## config.mk

```make
export PLATFORM = sky130hd
export DESIGN_NAME = dbg_trig_unit
export DESIGN_NICKNAME = d
export VERILOG_FILES = /design/src/rtl/dbg_trig_pkg.sv /design/src/rtl/dbg_trig_defreg.sv /design/src/rtl/dbg_trig_level.sv /design/src/rtl/dbg_trig_seq.sv /design/src/rtl/dbg_trig_unit.sv
export SDC_FILE = /design/constraint.sdc
export NUM_CORES = 1
export LEC_CHECK = 0
export BUFFER_PORTS_ARGS = -buffer_cell sky130_fd_sc_hd__buf_2
export CAP_MARGIN = 20
export CORE_MARGIN = 2
export CORE_UTILIZATION = 53
export CTS_BUF_LIST = sky130_fd_sc_hd__clkbuf_4 sky130_fd_sc_hd__clkbuf_8
export DETAILED_ROUTE_END_ITERATION = 6
export PLACE_DENSITY = 0.86
export SLEW_MARGIN = 20
export SYNTH_ARGS = -nofsm -noshare
export SYNTH_HDL_FRONTEND = slang
export SYNTH_SLANG_ARGS = --single-unit
```

## constraint.sdc

```tcl
create_clock -name clk -period 2.05 [get_ports clk]
set_clock_uncertainty 0.05 [all_clocks]
set_input_delay 0.1025 -clock clk [delete_from_list [all_inputs] [get_ports clk]]
set_output_delay 0.1025 -clock clk [all_outputs]
set_load 0.02 [all_outputs]
```

## src/rtl/dbg_trig_pkg.sv

```systemverilog
package dbg_trig_pkg;
   localparam int unsigned REG_W  = 32;
   localparam int unsigned HALF_W = REG_W / 2;
   localparam int unsigned COND_W = HALF_W - 3;

   typedef enum logic [1:0] {
      ST_IDLE = 2'b00,
      ST_ARM1 = 2'b01,
      ST_ARM2 = 2'b10,
      ST_DONE = 2'b11
   } trig_st_e;

   typedef enum logic [1:0] {
      RSP_SHOW = 2'b00,
      RSP_HALT = 2'b01,
      RSP_IRQ  = 2'b10,
      RSP_RSVD = 2'b11
   } trig_rsp_e;

   typedef struct packed {
      logic              en;
      logic              any_or;
      logic [COND_W-1:0] cond;
   } lvl_cfg_t;
endpackage

```

## src/rtl/dbg_trig_defreg.sv

```systemverilog
module dbg_trig_defreg
   import dbg_trig_pkg::*;
(
   input  logic             clk,
   input  logic             rst_n,
   input  logic             wr_en,
   input  logic [REG_W-1:0] wr_data,
   output lvl_cfg_t         lvl1_cfg,
   output lvl_cfg_t         lvl2_cfg,
   output trig_rsp_e        rsp
);
   localparam int unsigned L1_EN  = HALF_W - 3;
   localparam int unsigned L1_OR  = HALF_W - 2;
   localparam int unsigned L2_OR  = HALF_W - 1;
   localparam int unsigned L2_EN  = REG_W - 3;
   localparam int unsigned RSP_LO = REG_W - 2;

   if (REG_W % 2 != 0 || COND_W < 1) begin : g_bad_width
      $error("definition word width must be even and leave room for conditions");
   end

   logic [REG_W-1:0] def_q;

   always_ff @(posedge clk) begin
      if (!rst_n)     def_q <= '0;
      else if (wr_en) def_q <= wr_data;
   end

   assign lvl1_cfg.en     = def_q[L1_EN];
   assign lvl1_cfg.any_or = def_q[L1_OR];
   assign lvl1_cfg.cond   = def_q[COND_W-1:0];
   assign lvl2_cfg.en     = def_q[L2_EN];
   assign lvl2_cfg.any_or = def_q[L2_OR];
   assign lvl2_cfg.cond   = def_q[HALF_W+COND_W-1:HALF_W];
   assign rsp             = trig_rsp_e'(def_q[REG_W-1:RSP_LO]);

   // a write lands in the level fields one cycle later
   p_cfg_load_r2: assert property (@(posedge clk) disable iff (!rst_n)
      wr_en |=> (lvl1_cfg.en == $past(wr_data[L1_EN])) &&
                (lvl2_cfg.en == $past(wr_data[L2_EN])));

   // without a write the response code does not move
   p_rsp_stable_r9: assert property (@(posedge clk) disable iff (!rst_n)
      !wr_en |=> $stable(rsp));
endmodule

```

## src/rtl/dbg_trig_level.sv

```systemverilog
module dbg_trig_level
   import dbg_trig_pkg::*;
#(
   parameter int unsigned NDATA    = 7,
   parameter int unsigned NADDR    = 3,
   parameter bit          ALLOW_OR = 1'b1
) (
   input  lvl_cfg_t         cfg,
   input  logic             pc_hit,
   input  logic [NADDR-1:0] addr_hit,
   input  logic [NDATA-1:0] data_hit,
   output logic             fire
);
   localparam int unsigned D_INV  = NDATA;
   localparam int unsigned A_LO   = NDATA + 1;
   localparam int unsigned A_HI   = A_LO + NADDR - 1;
   localparam int unsigned PC_EN  = A_HI + 1;
   localparam int unsigned PC_INV = PC_EN + 1;

   if (PC_INV != COND_W - 1 || NDATA < 1 || NADDR < 1) begin : g_bad_split
      $error("data, address and PC fields must fill the condition field exactly");
   end

   logic [NDATA-1:0] data_en;
   logic [NADDR-1:0] addr_en;
   logic             data_ok;
   logic             addr_ok;
   logic             pc_on;
   logic             pc_val;

   assign data_en = cfg.cond[NDATA-1:0];
   assign addr_en = cfg.cond[A_HI:A_LO];
   assign pc_on   = cfg.cond[PC_EN];
   assign pc_val  = pc_hit ^ cfg.cond[PC_INV];

   // an empty enable set makes the term true
   assign data_ok = (data_en == '0) ? 1'b1 : ((|(data_en & data_hit)) ^ cfg.cond[D_INV]);
   assign addr_ok = (addr_en == '0) ? 1'b1 : (|(addr_en & addr_hit));

   if (ALLOW_OR) begin : g_both_modes
      always_comb begin
         if (cfg.any_or) fire = cfg.en & ((pc_on & pc_val) | (addr_ok & data_ok));
         else            fire = cfg.en & (pc_on ? pc_val : 1'b1) & addr_ok & data_ok;
      end
   end else begin : g_and_only
      logic unused_or;
      assign unused_or = cfg.any_or;
      assign fire = cfg.en & (pc_on ? pc_val : 1'b1) & addr_ok & data_ok;
   end
endmodule

```

## src/rtl/dbg_trig_seq.sv

```systemverilog
module dbg_trig_seq
   import dbg_trig_pkg::*;
(
   input  logic      clk,
   input  logic      rst_n,
   input  logic      wr_en,
   input  logic      wr_l1_en,
   input  logic      l2_en,
   input  trig_rsp_e rsp,
   input  logic      l1_fire,
   input  logic      l2_fire,
   output trig_st_e  state,
   output logic      trace_hit,
   output logic      trace_stage1,
   output logic      halt_req,
   output logic      dbg_irq
);
   trig_st_e st_n;
   logic     done_n;
   logic     stage_n;

   always_comb begin
      st_n    = state;
      done_n  = 1'b0;
      stage_n = 1'b0;
      if (wr_en) begin
         st_n = wr_l1_en ? ST_ARM1 : ST_IDLE;
      end else begin
         unique case (state)
            ST_ARM1: if (l1_fire) begin
               if (l2_en) begin
                  st_n    = ST_ARM2;
                  stage_n = 1'b1;
               end else begin
                  st_n   = ST_DONE;
                  done_n = 1'b1;
               end
            end
            ST_ARM2: if (l2_fire) begin
               st_n   = ST_DONE;
               done_n = 1'b1;
            end
            default: st_n = state;
         endcase
      end
   end

   always_ff @(posedge clk) begin
      if (!rst_n) begin
         state        <= ST_IDLE;
         trace_hit    <= 1'b0;
         trace_stage1 <= 1'b0;
         halt_req     <= 1'b0;
         dbg_irq      <= 1'b0;
      end else begin
         state        <= st_n;
         trace_hit    <= done_n;
         trace_stage1 <= stage_n;
         halt_req     <= done_n && (rsp == RSP_HALT);
         dbg_irq      <= done_n && (rsp == RSP_IRQ);
      end
   end

   p_halt_single_r10: assert property (@(posedge clk) disable iff (!rst_n)
      halt_req |=> !halt_req);
   p_irq_single_r10: assert property (@(posedge clk) disable iff (!rst_n)
      dbg_irq |=> !dbg_irq);
   p_rsp_excl_r9: assert property (@(posedge clk) disable iff (!rst_n)
      !(halt_req && dbg_irq));
   p_rsp_traced_r9: assert property (@(posedge clk) disable iff (!rst_n)
      (halt_req || dbg_irq) |-> trace_hit);
   p_done_sticky_r10: assert property (@(posedge clk) disable iff (!rst_n)
      (state == ST_DONE && !wr_en) |=> (state == ST_DONE && !trace_hit));
   p_idle_sticky_r11: assert property (@(posedge clk) disable iff (!rst_n)
      (state == ST_IDLE && !wr_en) |=> (state == ST_IDLE && !trace_hit));
   p_write_wins_r3: assert property (@(posedge clk) disable iff (!rst_n)
      wr_en |=> (!trace_hit && !trace_stage1 && state != ST_DONE));
   p_stage_enters_arm2_r7: assert property (@(posedge clk) disable iff (!rst_n)
      trace_stage1 |-> (state == ST_ARM2 && $past(state) == ST_ARM1));
   p_hit_means_done_r7: assert property (@(posedge clk) disable iff (!rst_n)
      trace_hit |-> state == ST_DONE);
endmodule

```

## src/rtl/dbg_trig_unit.sv

```systemverilog
module dbg_trig_unit
   import dbg_trig_pkg::*;
#(
   parameter int unsigned NDATA    = 7,
   parameter int unsigned NADDR    = 3,
   parameter bit          ALLOW_OR = 1'b1
) (
   input  logic             clk,
   input  logic             rst_n,
   input  logic             cfg_we,
   input  logic [REG_W-1:0] cfg_wdata,
   input  logic             pc_match,
   input  logic [NADDR-1:0] addr_match,
   input  logic [NDATA-1:0] data_match,
   output logic [1:0]       trig_state,
   output logic             trace_hit,
   output logic             trace_stage1,
   output logic             halt_req,
   output logic             dbg_irq
);
   localparam int unsigned NLVL  = 2;
   localparam int unsigned L1_EN = HALF_W - 3;

   lvl_cfg_t  lvl_cfg [NLVL];
   logic      [NLVL-1:0] lvl_fire;
   trig_rsp_e rsp;
   trig_st_e  state;

   dbg_trig_defreg i_defreg (
      .clk      (clk),
      .rst_n    (rst_n),
      .wr_en    (cfg_we),
      .wr_data  (cfg_wdata),
      .lvl1_cfg (lvl_cfg[0]),
      .lvl2_cfg (lvl_cfg[1]),
      .rsp      (rsp)
   );

   for (genvar g = 0; g < NLVL; g++) begin : g_lvl
      dbg_trig_level #(
         .NDATA    (NDATA),
         .NADDR    (NADDR),
         .ALLOW_OR (ALLOW_OR)
      ) i_level (
         .cfg      (lvl_cfg[g]),
         .pc_hit   (pc_match),
         .addr_hit (addr_match),
         .data_hit (data_match),
         .fire     (lvl_fire[g])
      );
   end

   dbg_trig_seq i_seq (
      .clk          (clk),
      .rst_n        (rst_n),
      .wr_en        (cfg_we),
      .wr_l1_en     (cfg_wdata[L1_EN]),
      .l2_en        (lvl_cfg[1].en),
      .rsp          (rsp),
      .l1_fire      (lvl_fire[0]),
      .l2_fire      (lvl_fire[1]),
      .state        (state),
      .trace_hit    (trace_hit),
      .trace_stage1 (trace_stage1),
      .halt_req     (halt_req),
      .dbg_irq      (dbg_irq)
   );

   assign trig_state = state;

   // the second level can only complete after the first has armed it
   p_arm2_before_done_r7: assert property (@(posedge clk) disable iff (!rst_n)
      (state == ST_DONE && $past(state) == ST_ARM2) |-> $past(lvl_fire[1]));
endmodule

```

==> metrics <==
worst-path cell chain=a222oi_1, nand3_1, mux2i_1, a221oi_1, a21o_1, mux2i_1; Reg clk slew, reported paths=around 110 ps; status=complete, no violations; All-Layer GR Usage=0.2557; total power=between 1.5 and 2 mW; Final min period=1826 ps; die width=61.16 microns; commonest non-fill, non-tap cell in the layout=buf_2; placed standard-cell area=about 2000 sq um; Vias/cell=a little over 5; final worst slack=224.2 ps; kind of start point of the critical path=flip-flop; Tightest Hold Check Type=in -> reg; CTS sink count=38; Root Buffer=clkbuf_4; number of distinct library cells after synthesis=35; drt first pass iters=7; Worst path most repeated cell=mux2i_1; GRT met1 Usage=0.3238; Layout Utilization=0.7841; ANT nets after route=0; Max-Cap Viols=0; DIE HEIGHT=61.16 microns; vias in the first global route=roughly 1500; pwr dens=633.6 nW/um^2; Setup TNS Final=0 ps; IO buf count=51; # DRC=0; Setup WS pre-CTS=365.3 ps; simple-gate share of the synthesized area=0.1987; postcts setup bufs=0; reg2reg start=i_defreg.def_q[2]; Area growth syn-to-layout=39.38%; flops & latches, synth=38; number of nets in the layout=304; Initial Utilization=0.5626; Finished Cell Area=2414 sq um; Wirelength per Cell=approximately 14 microns; CORE AREA=3078 sq um; global-route wire length before repair=6.927 mm; WS Path Type=reg -> reg; H-tree depth=2; initial antenna violation count=0; Mapped Nets=between 200 and 250; Routed WL=about 4.2 mm; Max-slew headroom=0.6196; unrepaired setup endpoints after global routing=false; met2 global-route usage=0.4134; most frequent cells in the layout=51 x buf_2, 38 x dfxtp_1, 35 x mux2i_1, 34 x dlygate4sd3_1, 32 x nor2b_1; via count=roughly 1600; share of layout cells above drive strength 1=0.2490; hpwl dp=2.684 mm; Final setup violation count=0; io pins=52; Final period util=0.8907; Hold Vio Cnt, Final=0; crit-path max FO=3; Max Clk Rate=547.7 MHz; hold path start=cfg_we; cell at the slowest stage of the critical path=a222oi_1; clock tree from TritonCTS=built; CTS buffer count=5; die area=approximately 3700 sq um; maximum vdd drop=0.4641 mV; Mapped Cells=169; Ys Warns=0; 1st-iter DRT viols=53; largest family of logic cells by synthesized area=multiplexers; mux contribution to synthesized area=0.2023; Worst EP arrival=2060 ps; ANT cells=0; leakage=between 1 and 1.5 nW; grt total ovfl=0; GR peak layer=met2; post-CTS sizing=0; maximum clock path buffer count=2; Post-Synth Adder-Cell Area=0.01445; sequential share of the synthesized area=0.4393; largest net degree at the start of global routing=32; Syn Area/Cell=between 10 and 15 sq um; compound-cell area share of the yosys netlist=0.09465; slowest cell delay on critical path=410 ps; kind of end point of the critical path=flip-flop; Worst-Skew Late Latency=360 ps; Std-Cell Rows=20; Least-Margin Pin Slew=570.6 ps; CP Launch Point=i_defreg.def_q[2]; Syn Std Cell Area=between 1500 and 2000 sq um; XOR/XNOR Fraction of Synth Area=0.01012; CP required=roughly 2300 ps; Final GP Congestion=0.8288; count of pins over their slew limit=0; met3 GRT Util=0.08193
## cells by family (layout without fill, tap and decap cells)
family | after synthesis | count (layout)
multiplexers | 35 | 35
XOR/XNOR | 2 | 2
adder cells (fa/ha/maj) | 2 | 2
AND/OR/NAND/NOR | 58 | 58
AO/OA/AOI/OAI | 21 | 21
buffers and inverters | 13 | 101
flip-flops | 38 | 38
## state kept, by name (all words and copies together), names as in the netlist
signal and flops:
i_seq.halt_req 1, i_defreg.def_q 32, i_seq.dbg_irq 1, i_seq.trace_stage1 1, i_seq.trace_hit 1, i_seq.state 2
## report_power, final
group,total [mW],internal [mW],switching [mW],leakage (nW)
registers,0.815,0.780,0.0354,0.313
clock network,0.426,0.179,0.247,0.0387
logic,0.288,0.167,0.121,0.757
## metal layers
layer	up-vias	wire length, microns
met2	60	2039
li1	776	-
met1	705	1831
met5	-	0
met3	9	256
met4	0	67
## layout make-up
| class | count | area [sq um] |
|---|---|---|
| multi-input combinational | 118 | 900.9 |
| sequential | 38 | 760.7 |
| fill | 214 | 664.4 |
| timing repair buffer | 87 | 610.6 |
| clock buffer | 7 | 58.81 |
| tap | 44 | 55.05 |
| inverter | 6 | 22.52 |
| clock inverter | 1 | 5.005 |
## through the flow
stage               std cells  hold slack (ps)
finish                    301            291.4
global route              301            303.1
CTS                       301            279.0
detailed placement        259            319.0
global placement          259            308.6
floorplan                 169            180.7
## synth_stat cells, drive strengths merged
library cell  instances  area share
o311ai                1      0.0051
a22oi                 4       0.017
a31oi                 2      0.0072
clkbuf                3      0.0065
mux2i                35        0.20
nor2b                32        0.12
or2b                  2      0.0094
o31ai                 1      0.0043
xnor2                 1      0.0051
nor2                  3      0.0065
dfxtp                38        0.44
buf                   4       0.021
a22o                  1      0.0051
a222oi                3       0.017
and4b                 1      0.0058
nand2                 4      0.0087
and2                  2      0.0072
a21o                  1      0.0043
ha                    2       0.014
a221oi                1      0.0051
nand2b                2      0.0072
nand3                 2      0.0058
inv                   6       0.013
a32oi                 1      0.0051
o32ai                 1      0.0094
nor4                  2      0.0072
nor3                  6       0.017
o21ai                 1      0.0029
a21oi                 4       0.012
xor2                  1      0.0051
and3                  2      0.0080
## what timing repair did
item,4_1_cts,5_1_grt
endpoints found under the hold margin,33,0
endpoints found under the setup margin,0,0
hold buffers,34,0
## worst max-delay path, delay by kind of cell, from the launching register on
kind | cells | cell delay [ps]
DFF | 1 | 350
and+or+nand+nor | 1 | 140
muxes | 2 | 340
AOI/OAI and AO/OA | 3 | 860
## final timing paths
kind / endpoint / slack, ps / cells after the start
worst min register to register: i_seq.state[0] / 460 / 2
worst min-delay path: i_defreg.def_q[24] / 290 / 3
worst max-delay path: i_seq.state[0] / 220 / 6
worst max register to register: i_seq.state[0] / 220 / 6
No activity file was read; power rests on OpenSTA's default activity.
